<file path="config.mk">
export PLATFORM = sky130hd
export DESIGN_NAME = pkt_slot_fifo
export DESIGN_NICKNAME = d
export VERILOG_FILES = /design/src/rtl/pkt_fifo_pkg.sv /design/src/rtl/pkt_fifo_store.sv /design/src/rtl/pkt_fifo_ctrl.sv /design/src/rtl/pkt_slot_fifo.sv
export SDC_FILE = /design/constraint.sdc
export NUM_CORES = 1
export LEC_CHECK = 0
export BUFFER_PORTS_ARGS = -buffer_cell sky130_fd_sc_hd__clkbuf_2
export CORE_MARGIN = 3
export CORE_UTILIZATION = 55
export DETAILED_ROUTE_END_ITERATION = 8
export GPL_TIMING_DRIVEN = 0
export PLACE_DENSITY = 0.71
export SLEW_MARGIN = 30
export SYNTH_ARGS = -nofsm -noshare
export SYNTH_HDL_FRONTEND = slang
export SYNTH_SLANG_ARGS = --single-unit
</file>
<file path="constraint.sdc">
create_clock -name clk -period 3.1 [get_ports clk]
set_input_delay 0 -clock clk [delete_from_list [all_inputs] [get_ports clk]]
set_output_delay 0 -clock clk [all_outputs]
set_load 0.03 [all_outputs]
</file>
<file path="src/rtl/pkt_fifo_pkg.sv">
package pkt_fifo_pkg;
    localparam int unsigned DEF_SLOTS = 3;
    localparam int unsigned DEF_BYTES = 32;
    typedef logic [7:0] byte_t;
endpackage

</file>
<file path="src/rtl/pkt_fifo_store.sv">
module pkt_fifo_store
    import pkt_fifo_pkg::*;
#(
    parameter int unsigned SLOTS = DEF_SLOTS,
    parameter int unsigned BYTES = DEF_BYTES,
    localparam int unsigned PW = (SLOTS > 1) ? $clog2(SLOTS) : 1,
    localparam int unsigned IW = (BYTES > 1) ? $clog2(BYTES) : 1
) (
    input  logic          clk,
    input  logic          we,
    input  logic [PW-1:0] wslot,
    input  logic [IW-1:0] widx,
    input  byte_t         wdata,
    input  logic [PW-1:0] rslot,
    input  logic [IW-1:0] ridx,
    output byte_t         rdata
);
    byte_t [SLOTS-1:0] slot_byte;

    for (genvar s = 0; s < SLOTS; s++) begin : g_slot
        byte_t [BYTES-1:0] mem_q;
        always_ff @(posedge clk) begin
            if (we && (wslot == PW'(s))) begin
                mem_q[widx] <= wdata;
            end
        end
        assign slot_byte[s] = mem_q[ridx];
    end

    always_comb begin
        rdata = '0;
        for (int s = 0; s < SLOTS; s++) begin
            if (rslot == PW'(s)) begin
                rdata = slot_byte[s];
            end
        end
    end
endmodule

</file>
<file path="src/rtl/pkt_fifo_ctrl.sv">
module pkt_fifo_ctrl
    import pkt_fifo_pkg::*;
#(
    parameter int unsigned SLOTS = DEF_SLOTS,
    parameter int unsigned BYTES = DEF_BYTES,
    localparam int unsigned PW = (SLOTS > 1) ? $clog2(SLOTS) : 1,
    localparam int unsigned IW = (BYTES > 1) ? $clog2(BYTES) : 1,
    localparam int unsigned LW = $clog2(BYTES + 1),
    localparam int unsigned CW = $clog2(SLOTS + 1)
) (
    input  logic          clk,
    input  logic          rst_n,
    input  logic          flush,
    input  logic          reuse,
    input  logic          wr_valid,
    input  logic          wr_commit,
    input  logic          rd_next,
    input  logic          rd_pop,
    output logic          mem_we,
    output logic [PW-1:0] mem_wslot,
    output logic [IW-1:0] mem_widx,
    output logic [PW-1:0] mem_rslot,
    output logic [IW-1:0] mem_ridx,
    output logic          rd_valid,
    output logic [LW-1:0] head_len,
    output logic          full,
    output logic          empty,
    output logic          overflow
);
    typedef struct packed {
        logic [SLOTS-1:0][LW-1:0] len;
        logic [PW-1:0]            wr_ptr;
        logic [PW-1:0]            rd_ptr;
        logic [CW-1:0]            cnt;
        logic [LW-1:0]            wr_cnt;
        logic [LW-1:0]            rd_idx;
        logic                     reuse_on;
        logic                     ovf;
    } state_t;

    state_t q, d;
    logic   write_ok, commit_ok, pop_ok, free_ok;

    function automatic logic [PW-1:0] step_ptr(input logic [PW-1:0] p);
        return (p == PW'(SLOTS - 1)) ? '0 : p + PW'(1);
    endfunction

    assign full  = (q.cnt == CW'(SLOTS));
    assign empty = (q.cnt == '0);

    always_comb begin
        d         = q;
        mem_we    = 1'b0;
        write_ok  = wr_valid && !full;
        commit_ok = wr_commit && !full;
        pop_ok    = rd_pop && !empty;
        free_ok   = pop_ok && !q.reuse_on;

        if (write_ok && (q.wr_cnt < LW'(BYTES))) begin
            mem_we   = 1'b1;
            d.wr_cnt = q.wr_cnt + LW'(1);
        end
        if ((wr_valid || wr_commit) && full) begin
            d.ovf = 1'b1;
        end
        if (reuse && !empty) begin
            d.reuse_on = 1'b1;
        end
        if (pop_ok) begin
            d.rd_idx = '0;
            if (!q.reuse_on) begin
                d.rd_ptr = step_ptr(q.rd_ptr);
            end
        end else if (rd_next && !empty && (q.rd_idx < LW'(BYTES))) begin
            d.rd_idx = q.rd_idx + LW'(1);
        end
        if (commit_ok) begin
            d.len[q.wr_ptr] = d.wr_cnt;
            d.wr_ptr        = step_ptr(q.wr_ptr);
            d.wr_cnt        = '0;
            d.reuse_on      = 1'b0;
        end
        d.cnt = q.cnt + CW'(commit_ok) - CW'(free_ok);

        if (flush) begin
            mem_we     = 1'b0;
            d.wr_ptr   = '0;
            d.rd_ptr   = '0;
            d.cnt      = '0;
            d.wr_cnt   = '0;
            d.rd_idx   = '0;
            d.reuse_on = 1'b0;
            d.ovf      = 1'b0;
        end
    end

    always_ff @(posedge clk or negedge rst_n) begin
        if (!rst_n) q <= '0;
        else        q <= d;
    end

    assign mem_wslot = q.wr_ptr;
    assign mem_widx  = q.wr_cnt[IW-1:0];
    assign mem_rslot = q.rd_ptr;
    assign mem_ridx  = q.rd_idx[IW-1:0];
    assign head_len  = empty ? '0 : q.len[q.rd_ptr];
    assign rd_valid  = !empty && (q.rd_idx < head_len);
    assign overflow  = q.ovf;
endmodule

</file>
<file path="src/rtl/pkt_slot_fifo.sv">
module pkt_slot_fifo
    import pkt_fifo_pkg::*;
#(
    parameter int unsigned SLOTS = DEF_SLOTS,
    parameter int unsigned BYTES = DEF_BYTES,
    localparam int unsigned PW = (SLOTS > 1) ? $clog2(SLOTS) : 1,
    localparam int unsigned IW = (BYTES > 1) ? $clog2(BYTES) : 1,
    localparam int unsigned LW = $clog2(BYTES + 1)
) (
    input  logic          clk,
    input  logic          rst_n,
    input  logic          flush,
    input  logic          reuse,
    input  logic          wr_valid,
    input  logic [7:0]    wr_data,
    input  logic          wr_commit,
    input  logic          rd_next,
    input  logic          rd_pop,
    output logic [7:0]    rd_data,
    output logic [LW-1:0] head_len,
    output logic          full,
    output logic          empty,
    output logic          overflow,
    output logic [7:0]    status
);
    logic          mem_we, rd_valid;
    logic [PW-1:0] mem_wslot, mem_rslot;
    logic [IW-1:0] mem_widx, mem_ridx;
    byte_t         mem_rdata;

    pkt_fifo_ctrl #(.SLOTS(SLOTS), .BYTES(BYTES)) u_ctrl (
        .clk(clk), .rst_n(rst_n), .flush(flush), .reuse(reuse),
        .wr_valid(wr_valid), .wr_commit(wr_commit),
        .rd_next(rd_next), .rd_pop(rd_pop),
        .mem_we(mem_we), .mem_wslot(mem_wslot), .mem_widx(mem_widx),
        .mem_rslot(mem_rslot), .mem_ridx(mem_ridx),
        .rd_valid(rd_valid), .head_len(head_len),
        .full(full), .empty(empty), .overflow(overflow)
    );

    pkt_fifo_store #(.SLOTS(SLOTS), .BYTES(BYTES)) u_store (
        .clk(clk), .we(mem_we), .wslot(mem_wslot), .widx(mem_widx),
        .wdata(wr_data), .rslot(mem_rslot), .ridx(mem_ridx),
        .rdata(mem_rdata)
    );

    assign rd_data = rd_valid ? mem_rdata : 8'h00;
    assign status  = {5'b0, overflow, empty, full};
endmodule

</file>
# Yosys cells after proc, flatten, opt, wreduce, memory -nomap -nowiden
# Index checks and enable logic that the tools add are counted.
[op_classes]
addsub = 6
n_mul = 0
div_mod_pow = 0
n_lt_le_gt_ge = 9
eq_ne = 6
n_shift = 0
n_mux = 36
bitwise = 0
reduce_logical = 28
[op_table]
columns = ["operator", "n"]
rows = [
  ["$bwmux 256", 3],
  ["$bmux 8 s5", 3],
  ["$mux 8", 8],
  ["$mux 6", 7],
  ["$demux 8 s5", 1],
  ["$mux 20", 1],
  ["$bwmux 18", 1],
  ["$logic_and 1x1->1", 15],
  ["$add 6x1->6 const B", 2],
  ["$bmux 6 s2", 1],
  ["$demux 6 s2", 1],
  ["$lt 5x6->1 const B", 2],
  ["$lt 6x6->1 const B", 2],
  ["$mux 2", 5],
  ["$eq 2x2->1 const B", 3],
  ["$logic_not 2->1", 3],
  ["$lt 2x3->1 const B", 2],
  ["$lt 6x6->1", 1],
  ["$reduce_bool 2->1", 3],
  ["$reduce_bool 3->1", 2],
  ["$ge 5x1->1 const B", 1],
  ["$mux 1", 5],
  ["$add 2x1->2 const B", 2],
  ["$eq 2x1->1 const B", 2],
  ["other kinds (7)", 9],
]
[word_totals]
regBits = 806
latch_bits = 0
mem_bits_rw = 0
romBits = 0
in_bits = 16
output_inout_bits = 25
n_memories = 0

# Depth between registers and ports, before layout
[depth]
ltp_word = 7
depth_mapped = 11
depth_no_buf = 9

# Cells and area by module
# From an unflattened synthesis, not the netlist that was laid out.
[hier_totals]
cells_unflattened = 1643
area_unflattened_um2 = 32149.6
[modules_own_cells]
columns = ["mod", "instances", "cells_each", "area_per_inst_um2", "seq_area_each_um2"]
rows = [
  ["pkt_fifo_store", 1, 1413, 29921.2, 23062.1],
  ["pkt_fifo_ctrl", 1, 213, 2114.5, 950.9],
  ["pkt_slot_fifo", 1, 17, 113.9, 0.0],
]

# Worst setup path before layout
# Ideal clock, no wire load.
[synth_timing]
path_kind = "register to output"
startpoint = "reg u_ctrl.q (netlist bit u_ctrl.mem_rslot[1])"
endpoint = "out rd_data[7]"
arrival_ps = 3232
t_required_ps = 3100
setup_slack_ps = -132
path_stages_with_launch = 12
path_cell_list = "dfrtp_1 -> buf_2 -> buf_1 -> mux2i_1 -> nor2_1 -> a21oi_1 -> or2_2 -> ha_1 -> o31a_1 -> a2111oi_2 -> o21ai_1 -> nor4_1"
[synth_via]
elab_chain_len = 6
elab_cells_between_ends = 12
classes_between = "order compare (1); eq/ne (2); mux (7); reduce/logical (2)"
[synth_lines]
columns = ["item", "line_no", "source"]
rows = [
  ["start: declaration", "pkt_fifo_ctrl.sv:41", "state_t q, d;"],
  ["start signal: assignment", "pkt_fifo_ctrl.sv:98", "if (!rst_n) q <= '0;"],
  ["start signal: assignment", "pkt_fifo_ctrl.sv:99", "else q <= d;"],
  ["$bmux 6 s2", "pkt_fifo_ctrl.sv:106", "assign head_len = empty ? '0 : q.len[q.rd_ptr];"],
  ["$mux 6 (not written as such)", "pkt_fifo_ctrl.sv:106", ""],
  ["$mux 6", "pkt_fifo_ctrl.sv:106", ""],
  ["$lt 6x6->1", "pkt_fifo_ctrl.sv:107", "assign rd_valid = !empty && (q.rd_idx < head_len);"],
  ["$logic_and 1x1->1", "pkt_fifo_ctrl.sv:107", ""],
  ["$mux 8 *", "pkt_slot_fifo.sv:47", "assign rd_data = rd_valid ? mem_rdata : 8'h00;"],
  ["end: declaration", "pkt_slot_fifo.sv:19", "output logic [7:0] rd_data,"],
]
# Every way passes the cells marked *; elsewhere a longest branch is shown, timed or not. The select of a mux whose other input is x is not followed.

# Final worst setup path
[layout_timing]
startpoint = "reg u_ctrl.q (netlist bit u_ctrl.mem_ridx[4])"
endpoint = "out rd_data[7]"
[layout_via]
elab_chain_len = 6
elab_cells_between_ends = 12
classes_between = "order compare (1); mux (10); reduce/logical (1)"
[layout_lines]
columns = ["item", "line_no", "source"]
rows = [
  ["$bmux 8 s5", "pkt_fifo_store.sv:27", "assign slot_byte[s] = mem_q[ridx];"],
  ["$mux 8 (not written as such)", "pkt_fifo_store.sv:27", ""],
  ["$mux 8 (3 in a row)", "pkt_fifo_store.sv:33", "if (rslot == PW'(s)) begin"],
  ["$mux 8 *", "pkt_slot_fifo.sv:47", ""],
]
# Marks and branches as above.

==> flow_metrics.py <==
metrics = {
    "synth": {
        "yosys-top-cells-area": "edfxtp_1 72%, mux4_2 7.9%, mux2i_1 5.8%",
        "synth_xor_area_share_pct": 0.218,
        "synth_compound_area_share_pct": 4.04,
        "ys_warn_count": 0,
        "synthArstFlopShare_pct": 4.71,
        "yosysSeqAreaShare_pct": 74.6,
        "synthFlopType": "edfxtp_1",
        "syn_area_mm2": 0.0322,
        "synth.ff_latch_count": 806,
        "synth_cells": 1786,
        "syn_area_per_cell_um2": 18.0,
        "synthMuxAreaShare_pct": 13.9,
        "synth.largest_area_cell": "edfxtp_1",
        "synth_top_family_by_area": "multiplexers",
        "synth.top_cell.area_share_pct": 71.7,
        "synth_edf_count": 768,
        "yosys.area_share.simple_pct": 4.64,
        "synth_adder_area_share_pct": 0.467,
        "ys_types": 52,
    },
    "detailed_routing": {
        "totalWireLength_mm": 81.8,
        "drt_first_pass_iters": 7,
        "drcViolationCount": 0,
        "num_vias": 17900,
        "postRouteAntennaNets": 0,
        "wl_per_cell_um": 29.6,
        "vias_per_cell": 6.46,
        "first_iter_violations": 2537,
    },
    "placed_design": {
        "place_area_mm2": 0.0334,
        "post-dp-hpwl_mm": 53.4,
        "dp_cells": 2596,
        "place_ws_ps": -806,
        "place.port_buffers": 35,
        "place_congestion": 0.949,
    },
    "clock_network": {
        "root_buffer": "clkbuf_16",
        "cts_buffer_depth": 3,
        "cts_buffers": 80,
        "insertion_delay_ps": 650,
        "cts_num_sinks": 806,
        "htreeDepth": 3,
        "clk_pin_slew_ps": 60,
        "cts_tree": "yes",
    },
    "floorplanning": {
        "initial_core_util_pct": 55.7,
        "die_y_um": 248,
        "fp.coreArea_mm2": 0.0578,
        "die_w_um": 248,
        "rows": 88,
        "boundaryPins": 41,
        "fp.dieArea_mm2": 0.0614,
    },
    "timing": {
        "finalHoldViolCount": 0,
        "setup_slack_ps": -251,
        "max_freq_mhz": 298,
        "clock_skew_ps": 26.4,
        "setup_violations": 56,
        "post-route-period-util_pct": 108,
        "fin_crit_ps": 3350,
        "rsz0062_at_grt": "true",
        "worst_pin_slew_ps": 961,
        "drv_slew": 0,
        "maxSlewHeadroom_pct": 35.8,
        "hold_slack_ps": 5.39,
    },
    "global_route": {
        "grt_pass1_vias": 17800,
        "grt_max_degree": 97,
        "grt_first_pass_wirelength_mm": 120,
        "grt_overflow": 0,
        "antenna_found_initial": 0,
        "gr-usage-all-layers_pct": 27.4,
    },
    "outcome": {
        "status": "complete, but fails checks",
        "violations": "negative setup slack",
    },
    "worst_setup_path": {
        "arrival_ps": 3350,
        "path_max_fanout": 10,
        "cp-start-kind": "register",
        "cp-end-kind": "output pin",
        "path_delay_family": "buffers and inverters",
        "crit_required_ps": 3100,
        "cp_slowest_cell": "clkbuf_1",
        "cp_num_buf_inv": 3,
        "crit_chain": "clkbuf_4, clkbuf_1, nor3_1, o211ai_1, nand2_1, nor4_4, clkbuf_8",
        "max_stage_delay_ps": 750,
        "worst-setup-path-type": "register to output pin",
    },
    "pwr": {
        "p_per_area_mw_per_mm2": 709,
        "peakVddDrop_v": 0.000530,
        "p_leak_nw": 11.6,
    },
    "final_layout": {
        "final_cells": 2766,
        "layout-drive-gt1-share_pct": 25.2,
        "final_cell_mix": "768 x edfxtp_1, 183 x mux2i_1, 113 x mux4_2",
        "final_common_cell": "edfxtp_1",
        "diodes": 0,
        "nNetsFinal": 1964,
        "design_area_mm2": 0.0373,
        "area_delta_synth_final_pct": 16.1,
    },
    "worst_hold_path": {
        "hold_class": "input pin to register",
    },
    "flow_run": {
        "maxCapViolCount": 0,
    },
}
power by group:
part	switching, mW	internal (mW)
logic	2.71	2.06
registers	0.0559	12.0
clock network	4.06	5.57
total	6.83	19.6
path summary, 6_finish.rpt:
check	from	endpoint	slack (ps)	depth (start not counted)
min in group asynchronous	rst_n	u_ctrl.mem_wslot[0]	20	2
worst min register to register	u_ctrl.q[36]	u_ctrl.q[36]	490	2
max in group asynchronous	rst_n	u_ctrl.mem_ridx[4]	2470	2
worst min-delay path	wr_data[4]	u_store.g_slot[0].mem_q[164]	5	1
worst max-delay path	u_ctrl.mem_ridx[4]	rd_data[7]	-250	7
worst max register to register	u_ctrl.q[15]	u_store.g_slot[2].mem_q[7]	-200	7
worst register-to-register path, stage by stage (launching register included):
cell and delay, ps:
dfrtp_1 400, nand2_1 200, nand2_1 100, or2_2 320, or4b_2 680, clkbuf_1 230, buf_2 260, nor2_1 740
timing repair:
action	in CTS	in global routing
gates resized for setup	226	82
pin swaps	19	4
setup buffers	9	3
hold buffers	11	1
endpoints found under the setup margin	249	575
endpoints found under the hold margin	87	2
cell usage after synthesis, types with 23 or more instances:
cell type	count
a21oi_1	30
a22oi_1	83
buf_2	23
buf_4	30
clkbuf_1	43
dfrtp_1	38
edfxtp_1	768
mux2i_1	185
mux4_2	113
nand2_1	79
nand3_1	66
nor2_1	138
o21ai_0	37
routing by layer:
metal	global-route usage [%]	wire length [µm]	up-vias
met4	10.3	2830	0
met1	37.8	31600	9199
li1	-	-	7407
met5	0	0	-
met2	42.9	38900	1060
met3	6.56	8460	191
cell families (layout without fill, tap and decap cells):
| logic type | Yosys count | in the layout |
|---|---|---|
| fa+ha+maj | 12 | 12 |
| compound gates | 194 | 194 |
| other cells | 1 | 5 |
| flops | 806 | 806 |
| xor+xnor | 8 | 8 |
| mux | 302 | 302 |
| buf+inv | 125 | 336 |
| simple gates | 338 | 338 |
final cells by class:
type / instances / area, µm²
Sequential cell: 806 / 24000
Fill cell: 3863 / 20500
Multi-Input combinational cell: 859 / 8150
Clock buffer: 102 / 2090
Buffer: 111 / 982
Tap cell: 765 / 957
Timing Repair Buffer: 65 / 568
Clock inverter: 45 / 513
Inverter: 13 / 52.6
sequential cells by signal, indices dropped and copies added (netlist names):
signal                cells
u_ctrl.mem_ridx           5
u_ctrl.mem_wslot          2
u_ctrl.overflow           1
u_ctrl.mem_rslot          2
u_store.g_slot.mem_q    768
u_ctrl.q                 23
u_ctrl.mem_widx           5
through the flow:
| stage | setup TNS (ps) | util (%) | power [mW] |
|---|---|---|---|
| finish | -8360 | 64.6 | 26.5 |
| CTS | -7810 | 64.0 | 26.4 |
| global route | -23100 | 64.6 | 27.2 |
| detailed placement | -25690 | 57.9 | 16.3 |
| global placement | -34240 | 57.6 | 16.3 |
| floorplan | 0 | - | 15.0 |
Note: power is estimated with default switching activity, not from simulation.
